<file path="config.mk">
export PLATFORM = sky130hd
export DESIGN_NAME = warp_dual_issue
export DESIGN_NICKNAME = d
export VERILOG_FILES = /design/src/rtl/warp_dual_issue_pkg.sv /design/src/rtl/wdi_rr_pick.sv /design/src/rtl/wdi_sched_slot.sv /design/src/rtl/wdi_group_track.sv /design/src/rtl/warp_dual_issue.sv
export SDC_FILE = /design/constraint.sdc
export NUM_CORES = 1
export LEC_CHECK = 0
export BUFFER_PORTS_ARGS = -buffer_cell sky130_fd_sc_hd__clkbuf_2
export CAP_MARGIN = 15
export CORE_ASPECT_RATIO = 0.9
export CORE_UTILIZATION = 51
export CTS_CLUSTER_SIZE = 20
export DETAILED_ROUTE_END_ITERATION = 12
export PLACE_DENSITY = 0.8
export SLEW_MARGIN = 20
export SYNTH_ARGS = -nofsm -noshare
export SYNTH_HDL_FRONTEND = slang
export SYNTH_HIERARCHICAL = 1
export SYNTH_SLANG_ARGS = --single-unit
</file>
<file path="constraint.sdc">
create_clock -name clk -period 20.3 [get_ports clk]
set_input_delay 6.09 -clock clk [delete_from_list [all_inputs] [get_ports clk]]
set_output_delay 6.09 -clock clk [all_outputs]
set_load 0.05 [all_outputs]
</file>
<file path="src/rtl/warp_dual_issue_pkg.sv">
package warp_dual_issue_pkg;
  localparam int NGRP = 4;
  localparam int GRP_A = 0;
  localparam int GRP_B = 1;
  localparam int GRP_MEM = 2;
  localparam int GRP_SFU = 3;

  localparam logic [2:0] CLS_INT = 3'd0;
  localparam logic [2:0] CLS_SPF = 3'd1;
  localparam logic [2:0] CLS_DPF = 3'd2;
  localparam logic [2:0] CLS_MEM = 3'd3;
  localparam logic [2:0] CLS_SFU = 3'd4;

  localparam logic [NGRP-1:0] DP_MASK = 4'b0011;

  // Group(s) a class would take given the free set; zero when it cannot issue.
  function automatic logic [NGRP-1:0] grant_for(input logic [2:0] cls,
                                                  input logic [NGRP-1:0] avail,
                                                  input logic dp_ok);
    logic [NGRP-1:0] g;
    g = '0;
    case (cls)
      CLS_INT, CLS_SPF: begin
        if (avail[GRP_A]) g[GRP_A] = 1'b1;
        else if (avail[GRP_B]) g[GRP_B] = 1'b1;
      end
      CLS_DPF: if (dp_ok && avail[GRP_A] && avail[GRP_B]) g = DP_MASK;
      CLS_MEM: if (avail[GRP_MEM]) g[GRP_MEM] = 1'b1;
      CLS_SFU: if (avail[GRP_SFU]) g[GRP_SFU] = 1'b1;
      default: g = '0;
    endcase
    return g;
  endfunction
endpackage

</file>
<file path="src/rtl/wdi_rr_pick.sv">
module wdi_rr_pick #(
  parameter int N = 4,
  parameter int IW = (N > 1) ? $clog2(N) : 1
) (
  input  logic [N-1:0]  req,
  input  logic [IW-1:0] start,
  output logic          found,
  output logic [IW-1:0] idx
);
  always_comb begin
    found = 1'b0;
    idx = start;
    // scan from the farthest offset down so the nearest request wins last
    for (int k = N - 1; k >= 0; k--) begin
      logic [IW:0] pos;
      pos = {1'b0, start} + (IW+1)'(k);
      if (int'(pos) >= N) pos = pos - (IW+1)'(N);
      if (req[pos[IW-1:0]]) begin
        found = 1'b1;
        idx = pos[IW-1:0];
      end
    end
  end
endmodule

</file>
<file path="src/rtl/wdi_sched_slot.sv">
module wdi_sched_slot
  import warp_dual_issue_pkg::*;
#(
  parameter int NL = 4,
  parameter int LW = (NL > 1) ? $clog2(NL) : 1
) (
  input  logic [NL-1:0]   rdy_loc,
  input  logic [3*NL-1:0] cls_loc,
  input  logic [NGRP-1:0] avail,
  input  logic            dp_ok,
  input  logic [LW-1:0]   start,
  output logic            found,
  output logic [LW-1:0]   idx,
  output logic [NGRP-1:0] gnt
);
  logic [NL-1:0] issuable;

  for (genvar j = 0; j < NL; j++) begin : g_req
    assign issuable[j] = rdy_loc[j] && (|grant_for(cls_loc[3*j +: 3], avail, dp_ok));
  end

  wdi_rr_pick #(.N(NL), .IW(LW)) u_pick (
    .req   (issuable),
    .start (start),
    .found (found),
    .idx   (idx)
  );

  assign gnt = found ? grant_for(cls_loc[3*idx +: 3], avail, dp_ok) : '0;
endmodule

</file>
<file path="src/rtl/wdi_group_track.sv">
module wdi_group_track
  import warp_dual_issue_pkg::*;
#(
  parameter int CORE_HOLD = 2,
  parameter int SFU_HOLD = 8,
  parameter int CW = $clog2(SFU_HOLD + 1)
) (
  input  logic            clk,
  input  logic            rst,
  input  logic [NGRP-1:0] take,
  output logic [NGRP-1:0] grp_free
);
  for (genvar g = 0; g < NGRP; g++) begin : g_grp
    localparam int HOLD = (g == GRP_SFU) ? SFU_HOLD : CORE_HOLD;
    logic [CW-1:0] left_q;

    always_ff @(posedge clk) begin
      if (rst) left_q <= '0;
      else if (take[g]) left_q <= CW'(HOLD - 1);
      else if (left_q != '0) left_q <= left_q - 1'b1;
    end

    assign grp_free[g] = (left_q == '0);
  end
endmodule

</file>
<file path="src/rtl/warp_dual_issue.sv">
module warp_dual_issue
  import warp_dual_issue_pkg::*;
#(
  parameter int NUM_WARPS = 8,
  parameter int CORE_HOLD = 2,
  parameter int SFU_HOLD = 8,
  parameter int WID_W = $clog2(NUM_WARPS)
) (
  input  logic                   clk,
  input  logic                   rst,
  input  logic [NUM_WARPS-1:0]   warp_rdy,
  input  logic [3*NUM_WARPS-1:0] warp_cls,
  output logic [1:0]             iss_vld,
  output logic [WID_W-1:0]       iss_wid0,
  output logic [WID_W-1:0]       iss_wid1,
  output logic [NGRP-1:0]        iss_grant0,
  output logic [NGRP-1:0]        iss_grant1
);
  localparam int NL = NUM_WARPS / 2;
  localparam int LW = WID_W - 1;

  logic [NL-1:0]   rdy_even, rdy_odd;
  logic [3*NL-1:0] cls_even, cls_odd;

  for (genvar j = 0; j < NL; j++) begin : g_split
    assign rdy_even[j] = warp_rdy[2*j];
    assign rdy_odd[j]  = warp_rdy[2*j+1];
    assign cls_even[3*j +: 3] = warp_cls[6*j +: 3];
    assign cls_odd[3*j +: 3]  = warp_cls[6*j+3 +: 3];
  end

  // named internal events used by the checker
  logic [NGRP-1:0] grp_free;
  logic [NGRP-1:0] grp_take;
  logic            p0_go, p1_go, p0_dp;
  logic [NGRP-1:0] avail1;
  logic            dp_ok1;

  logic [LW-1:0]   start0_q, start1_q;
  logic            found0, found1;
  logic [LW-1:0]   idx0, idx1;
  logic [NGRP-1:0] gnt0, gnt1;

  wdi_sched_slot #(.NL(NL), .LW(LW)) u_slot0 (
    .rdy_loc (rdy_even),
    .cls_loc (cls_even),
    .avail   (grp_free),
    .dp_ok   (1'b1),
    .start   (start0_q),
    .found   (found0),
    .idx     (idx0),
    .gnt     (gnt0)
  );

  assign p0_go  = found0 && !rst;
  assign p0_dp  = p0_go && (gnt0 == DP_MASK);
  assign avail1 = p0_dp ? '0 : (p0_go ? (grp_free & ~gnt0) : grp_free);
  assign dp_ok1 = !p0_go;

  wdi_sched_slot #(.NL(NL), .LW(LW)) u_slot1 (
    .rdy_loc (rdy_odd),
    .cls_loc (cls_odd),
    .avail   (avail1),
    .dp_ok   (dp_ok1),
    .start   (start1_q),
    .found   (found1),
    .idx     (idx1),
    .gnt     (gnt1)
  );

  assign p1_go = found1 && !rst;

  assign iss_vld    = {p1_go, p0_go};
  assign iss_wid0   = {idx0, 1'b0};
  assign iss_wid1   = {idx1, 1'b1};
  assign iss_grant0 = p0_go ? gnt0 : '0;
  assign iss_grant1 = p1_go ? gnt1 : '0;
  assign grp_take   = iss_grant0 | iss_grant1;

  wdi_group_track #(.CORE_HOLD(CORE_HOLD), .SFU_HOLD(SFU_HOLD)) u_track (
    .clk      (clk),
    .rst      (rst),
    .take     (grp_take),
    .grp_free (grp_free)
  );

  always_ff @(posedge clk) begin
    if (rst) begin
      start0_q <= '0;
      start1_q <= '0;
    end else begin
      if (p0_go) start0_q <= idx0 + 1'b1;
      if (p1_go) start1_q <= idx1 + 1'b1;
    end
  end
endmodule

</file>
==> results.txt, run 1 <==
status -> finished clean
clock buffer depth -> 2
Yosys top cell area share -> 20.3%
PwrDens -> 165 mW/mm2
largest net degree at the start of global routing -> 25
DRC violations left -> 0
relative slew slack -> 34.1%
Avg WL per Cell -> 14.2 um
routed vias -> 1968
worst slew pin tran -> 980 ps
initial antenna violation count -> 0
gpl congestion -> 0.986
Worst-path clk slew -> 80 ps
r2r endpoint -> u_track/g_grp[1].left_q[0]$_SDFFE_PP0P_
multi-input logic area -> 0.00145 mm2
GRT Util Overall -> 24.7%
Worst Clk Skew -> 1.92 ps
CP Launch Point -> warp_cls[19]
vias in the first global route -> 1740
I/O pin count -> 50
final worst slack -> 2010 ps
CP endpoint kind -> output pin
Sequential Area -> 400 um2
leading cell type in the layout, fill and taps excluded -> clkbuf_2
Critical Path End -> iss_grant1[1]
P_int -> 191 uW
Via density -> 5.96
TNS Setup -> 0 ps
final worst path period share -> 90.1%
synthesized cell area -> 0.00197 mm2
Yosys cell types -> 48
Core Area -> 0.00370 mm2
CP Max Fanout -> 9
CTS root buffer -> clkbuf_8
clock share of power -> 10.9%
Yosys Warn Count -> 6
post-synthesis cell count -> 241
Die Footprint -> 0.00412 mm2
FF-to-FF setup slack -> 13050 ps
Total Wirelength -> 4.70 mm
CP required -> 14210 ps
number of H-tree levels -> 1
max cap viols -> 0
total power -> 376 uW
M2 GR Usage -> 42.3%
TritonCTS clock tree -> built
die height -> 61.0 um
reg2reg start -> u_track/g_grp[3].left_q[0]$_SDFFE_PP0P_
Logic pwr share -> 70.1%
clk_lat worst skew -> 260 ps
fmax -> 0.0547 GHz
RSZ-0062 raised after global routing -> no
VDD IR max -> 78.4 uV
part of the power in registers -> 18.9%
HP Class -> register to register
Hold-fix buffers, CTS -> 0
Final ANT Viol Nets -> 0
Layout area overhead -> 15.8%
startpoint types -> primary input
Fill cells -> 327
fin nets -> 323
post-synthesis average cell area -> 8.19 um2
total grt overflow -> 0
post-CTS sizing -> 0
Leak -> 0.000953 uW
Async SR Flop Fraction -> 0%
GR Util met3 -> 3.33%
starting density of the core -> 53.3%
main flop type after synthesis -> dfxtp_1
first-pass GRT wire length -> 7.80 mm
minimum clock period -> 18290 ps
sequential area share after synthesis -> 20.3%
flops & latches, synth -> 20
pre-CTS setup slack -> 2160 ps
Die W -> 67.6 um
CTS Buf Count -> 3
iteration-0 DRC count of the detailed router -> 154
Cell Rows -> 21
met1 usage -> 33.6%
dominant cell type by area after synthesis -> dfxtp_1
EDFF count, synth -> 0
Crit Path Category -> primary input to output pin
sw frac -> 49.1%
worst-case reg-to-reg path depth -> 25
HPWL after detailed placement -> 3.62 mm
top post-synthesis cells by area -> dfxtp_1 (20%), mux4_2 (4.6%), nor3_1 (4.1%), inv_1 (3.0%), nor3b_4 (2.9%)
DR pass1 iterations -> 4
Hold Violations, Final -> 0
setup bufs post-CTS -> 0
sw power -> 184 uW
Antenna diodes -> 0
crit path DAT -> 12200 ps
share of cells above drive strength 1 -> 24.3%
commonest non-fill, non-tap cells in the layout -> clkbuf_2 (47), dfxtp_1 (20), inv_1 (16), nor3_1 (16)
max-slew violations -> 0
CTS Sinks -> 20
GRT busiest layer -> met2
port bufs -> 47
Final setup viols -> 0
layer usage:
| metal | vias up | routed length, um |
|---|---|---|
| li1 | 986 | - |
| met5 | - | 0 |
| met3 | 6 | 248 |
| met1 | 913 | 2210 |
| met4 | 0 | 37 |
| met2 | 63 | 2200 |
critical path, cell delays in order:
cell      delay, ps
clkbuf_2        110
nor2b_1         130
o21ai_0         170
o2111a_1        320
and3b_1         190
or4_1           460
nand2_1         210
mux4_2          390
or3b_1          210
a21oi_1         130
a21boi_0        790
nand3_1         270
nand2_1         130
o2111a_1        280
and2b_2         240
o21ai_0         150
o221a_2         320
mux4_2          580
or3b_1          380
a21oi_1         230
and2_1          160
clkbuf_2        270
worst min path at each step:
stage | start | endpoint | cells past startpoint
floorplan | u_track/g_grp[0].left_q[1]$_SDFFE_PP0P_ | u_track/g_grp[0].left_q[1]$_SDFFE_PP0P_ | 2
global route | u_track/g_grp[3].left_q[1]$_SDFFE_PP0P_ | u_track/g_grp[3].left_q[1]$_SDFFE_PP0P_ | 2
detailed placement | u_track/g_grp[0].left_q[1]$_SDFFE_PP0P_ | u_track/g_grp[0].left_q[1]$_SDFFE_PP0P_ | 2
global placement | u_track/g_grp[1].left_q[1]$_SDFFE_PP0P_ | u_track/g_grp[1].left_q[1]$_SDFFE_PP0P_ | 2
CTS | u_track/g_grp[0].left_q[1]$_SDFFE_PP0P_ | u_track/g_grp[0].left_q[1]$_SDFFE_PP0P_ | 2
finish | u_track/g_grp[2].left_q[1]$_SDFFE_PP0P_ | u_track/g_grp[2].left_q[1]$_SDFFE_PP0P_ | 2
state kept, by name, summed over array words and instances, names as in the netlist:
name                  flops
start1_q                  2
u_track/g_grp.left_q     16
start0_q                  2
layout make-up:
type / instances / share of cell area, %
sequential: 20 / 17.5
clock buffer: 3 / 1.81
inverter: 17 / 2.90
tap: 46 / 2.52
timing repair buffer: 47 / 10.3
multi-input combinational: 196 / 63.6
clock inverter: 1 / 1.31
power by group through the flow:
stage,logic [uW],clock network (uW),registers [uW]
final,264,41.0,71.2
after detailed placement,261,0,72.0
after global placement,256,0,71.6
after CTS,263,41.2,71.3
after floorplan,221,0,68.6
after global routing,291,43.2,74.1
logic make-up (layout without fill, tap and decap cells):
logic type,after synthesis,count (layout),share of synthesized area (%)
AND/OR/NAND/NOR,108,108,34.6
AO/OA/AOI/OAI,62,62,23.1
buffers and inverters,28,68,6.60
flip-flops,20,20,20.3
multiplexers,11,11,9.83
XOR/XNOR,6,6,2.66
adder cells (fa/ha/maj),4,4,2.54
other,2,5,0.381
synthesized netlist by cell type (7+ instances only):
library cell and instances:
a211oi_1 7, dfxtp_1 20, inv_1 16, nand2b_1 7, nand3_1 10, nor2_1 14
nand2_1 14, o21ai_0 8, nor3_1 16, nor2b_1 8, a21oi_1 11
per-stage QoR:
stage,cell area [um2],utilization (%),hold slack [ps],instances
6_report,2280,61.7,509,330
3_5_place_dp,2210,59.7,500,326
5_1_grt,2280,61.7,544,330
3_3_place_gp,2210,59.7,475,326
2_1_floorplan,1980,-,454,244
4_1_cts,2280,61.7,512,330
(Power assumes the default switching activity.)
==> run 2, diff against run 1 <==
==> constraint.sdc (replaced) <==
create_clock -name clk -period 20.3 [get_ports clk]
set_input_delay 3.045 -clock clk [delete_from_list [all_inputs] [get_ports clk]]
set_output_delay 3.045 -clock clk [all_outputs]
set_load 0.05 [all_outputs]
==> run 2 against run 1 <==
  * Clock power barely moved
  * Via count fell by 0.30%
  * Sequential power about the same
  * Worst hold slack better by 1.4 ps
  * Global-route usage is 0.38 points lower
  * Sequential cell count did not move
  * Die area stayed put
  * Critical path type unchanged
  * Register-to-register slack gained 120 ps
  * Routed wire length rose by 1.2%
  * Sequential share of layout area did not move
  * Fmax up 51%
==> results.txt, run 2 (synthesis gave the netlist of run 1 again) <==
CP cell instances -> clkbuf_2, nor2b_1, o21ai_0, o2111a_1, and2b_2, o21ai_0, o221a_2, mux4_2, or3b_1, a21oi_1, a21boi_0, nand3_1, nand2_1, o2111a_1, and2b_2, o21ai_0, o221a_2, mux4_2, or3b_1, a21oi_1, and2_1, clkbuf_2
Total Wirelength -> 4.75 mm (+1.2%)
non-filler instance count after layout -> 330 (unchanged)
VDD IR max -> 79.0 uV (+0.77%)
CTS Sinks -> 20 (unchanged)
clock buffer depth -> 2 (unchanged)
Final setup viols -> 0 (unchanged)
DP Cell Count -> 326 (unchanged)
worst slew pin tran -> 882 ps (-97.7 ps)
CP endpoint kind -> output pin
leading cell type in the layout, fill and taps excluded -> clkbuf_2
die height -> 61.0 um (unchanged)
max-slew violations -> 0 (unchanged)
gpl congestion -> 0.987 (about the same)
first-pass GRT wire length -> 7.64 mm (-2.0%)
TritonCTS clock tree -> built
commonest non-fill, non-tap cells in the layout -> clkbuf_2 (47), dfxtp_1 (20), inv_1 (16), nor3_1 (16)
Hold-fix buffers, CTS -> 0 (unchanged)
TNS Setup -> 0 ps (unchanged)
number of H-tree levels -> 1 (unchanged)
Die W -> 67.6 um (unchanged)
Die Footprint -> 0.00412 mm2 (unchanged)
clk_lat worst skew -> 260 ps (about the same)
setup bufs post-CTS -> 0 (unchanged)
largest net degree at the start of global routing -> 25 (unchanged)
HP Class -> register to register
vias in the first global route -> 1696 (-2.5%)
CTS Buf Count -> 3 (unchanged)
post-CTS sizing -> 0 (unchanged)
Worst path most repeated cell -> o21ai_0
startpoint types -> primary input
max cap viols -> 0 (unchanged)
crit-path max cell delay -> 710 ps (-80 ps)
fmax -> 0.0827 GHz (+51%)
Crit Path Category -> primary input to output pin
I/O pin count -> 50 (unchanged)
total grt overflow -> 0 (unchanged)
crit path DAT -> 9050 ps (-3150 ps)
CP Max Fanout -> 9 (unchanged)
DRC violations left -> 0 (unchanged)
top flop regs -> u_track/g_grp.left_q x16, start0_q x2, start1_q x2
PwrDens -> 165 mW/mm2 (about the same)
DR pass1 iterations -> 4 (unchanged)
Final ANT Viol Nets -> 0 (unchanged)
HPWL after detailed placement -> 3.60 mm (-0.57%)
status -> finished clean
Worst-path clk slew -> 80 ps (about the same)
Leak -> 0.000953 uW (unchanged)
CTS root buffer -> clkbuf_8
Core Area -> 0.00370 mm2 (unchanged)
RSZ-0062 raised after global routing -> no
Avg WL per Cell -> 14.4 um (+1.2%)
Slowest-stage cell, CP -> a21boi_0
iteration-0 DRC count of the detailed router -> 111 (-28%)
share of cells above drive strength 1 -> 24.3% (unchanged)
Worst Clk Skew -> 1.50 ps (-0.420 ps)
routed vias -> 1962 (-0.30%)
max reg flops -> 16 (unchanged)
cell family with most CP delay -> compound AO/OA/AOI/OAI gates
Largest Register -> u_track/g_grp.left_q
Cell Rows -> 21 (unchanged)
starting density of the core -> 53.3% (unchanged)
port bufs -> 47 (unchanged)
fin nets -> 323 (unchanged)
GRT Util Overall -> 24.4% (-0.38 points)
Layout area overhead -> 15.8% (unchanged)
final worst path period share -> 59.6% (-31 points)
relative slew slack -> 40.7% (+6.6 points)
minimum clock period -> 12100 ps (-6190 ps)
CP required -> 17260 ps (+3050 ps)
Via density -> 5.95 (-0.30%)
Antenna diodes -> 0 (unchanged)
Hold Violations, Final -> 0 (unchanged)
Critical path buffers and inverters -> 2 (unchanged)
initial antenna violation count -> 0 (unchanged)
## run 2: tightest hold or removal path: stages, from the launching register on
cell and delay, ps:
dfxtp_1 320, inv_1 80, a2111oi_2 60
## run 2: stage by stage
stage	utilization, %	power (uW)	cell area (um2)	hold WS (ps)	setup slack, ps
after floorplan	-	289	1980	454	8310
after global placement	59.7	327	2210	475	8300
after detailed placement	59.7	332	2210	502	8280
after CTS	61.7	374	2280	514	8250
after global routing	61.7	406	2280	536	7770
final	61.7	376	2280	511	8200
## run 2: path summary, 6_finish.rpt
check / from / end / slack (ps) / cells past startpoint
worst min register to register: u_track/g_grp[2].left_q[1]$_SDFFE_PP0P_ / u_track/g_grp[2].left_q[1]$_SDFFE_PP0P_ / 510 / 2
worst max-delay path: warp_cls[19] / iss_grant1[1] / 8200 / 22
worst max register to register: u_track/g_grp[3].left_q[0]$_SDFFE_PP0P_ / u_track/g_grp[1].left_q[0]$_SDFFE_PP0P_ / 13170 / 25
worst min-delay path: u_track/g_grp[2].left_q[1]$_SDFFE_PP0P_ / u_track/g_grp[2].left_q[1]$_SDFFE_PP0P_ / 510 / 2
## run 2: metal layers
layer	vias to the layer above	global-route usage (%)	wire length (um)
met1	914	32.4	2260
met3	2	3.89	253
met5	-	0	0
met2	65	42.9	2230
li1	981	-	-
met4	0	2.74	10
## run 2: power by group
part / total, uW / leakage [uW] / internal, uW / switching (uW)
logic: 264 / 0.000752 / 109 / 155
clock network: 40.8 / 0.0000357 / 26.3 / 14.5
registers: 71.5 / 0.000165 / 56.0 / 15.5
## run 2: final cells by class
cell class	instances	area, um2
clock buffer	3	41.3
clock inverter	1	30.0
fill	334	1420
inverter	17	66.3
multi-input combinational	196	1450
sequential	20	400
tap	46	57.6
timing repair buffer	47	235
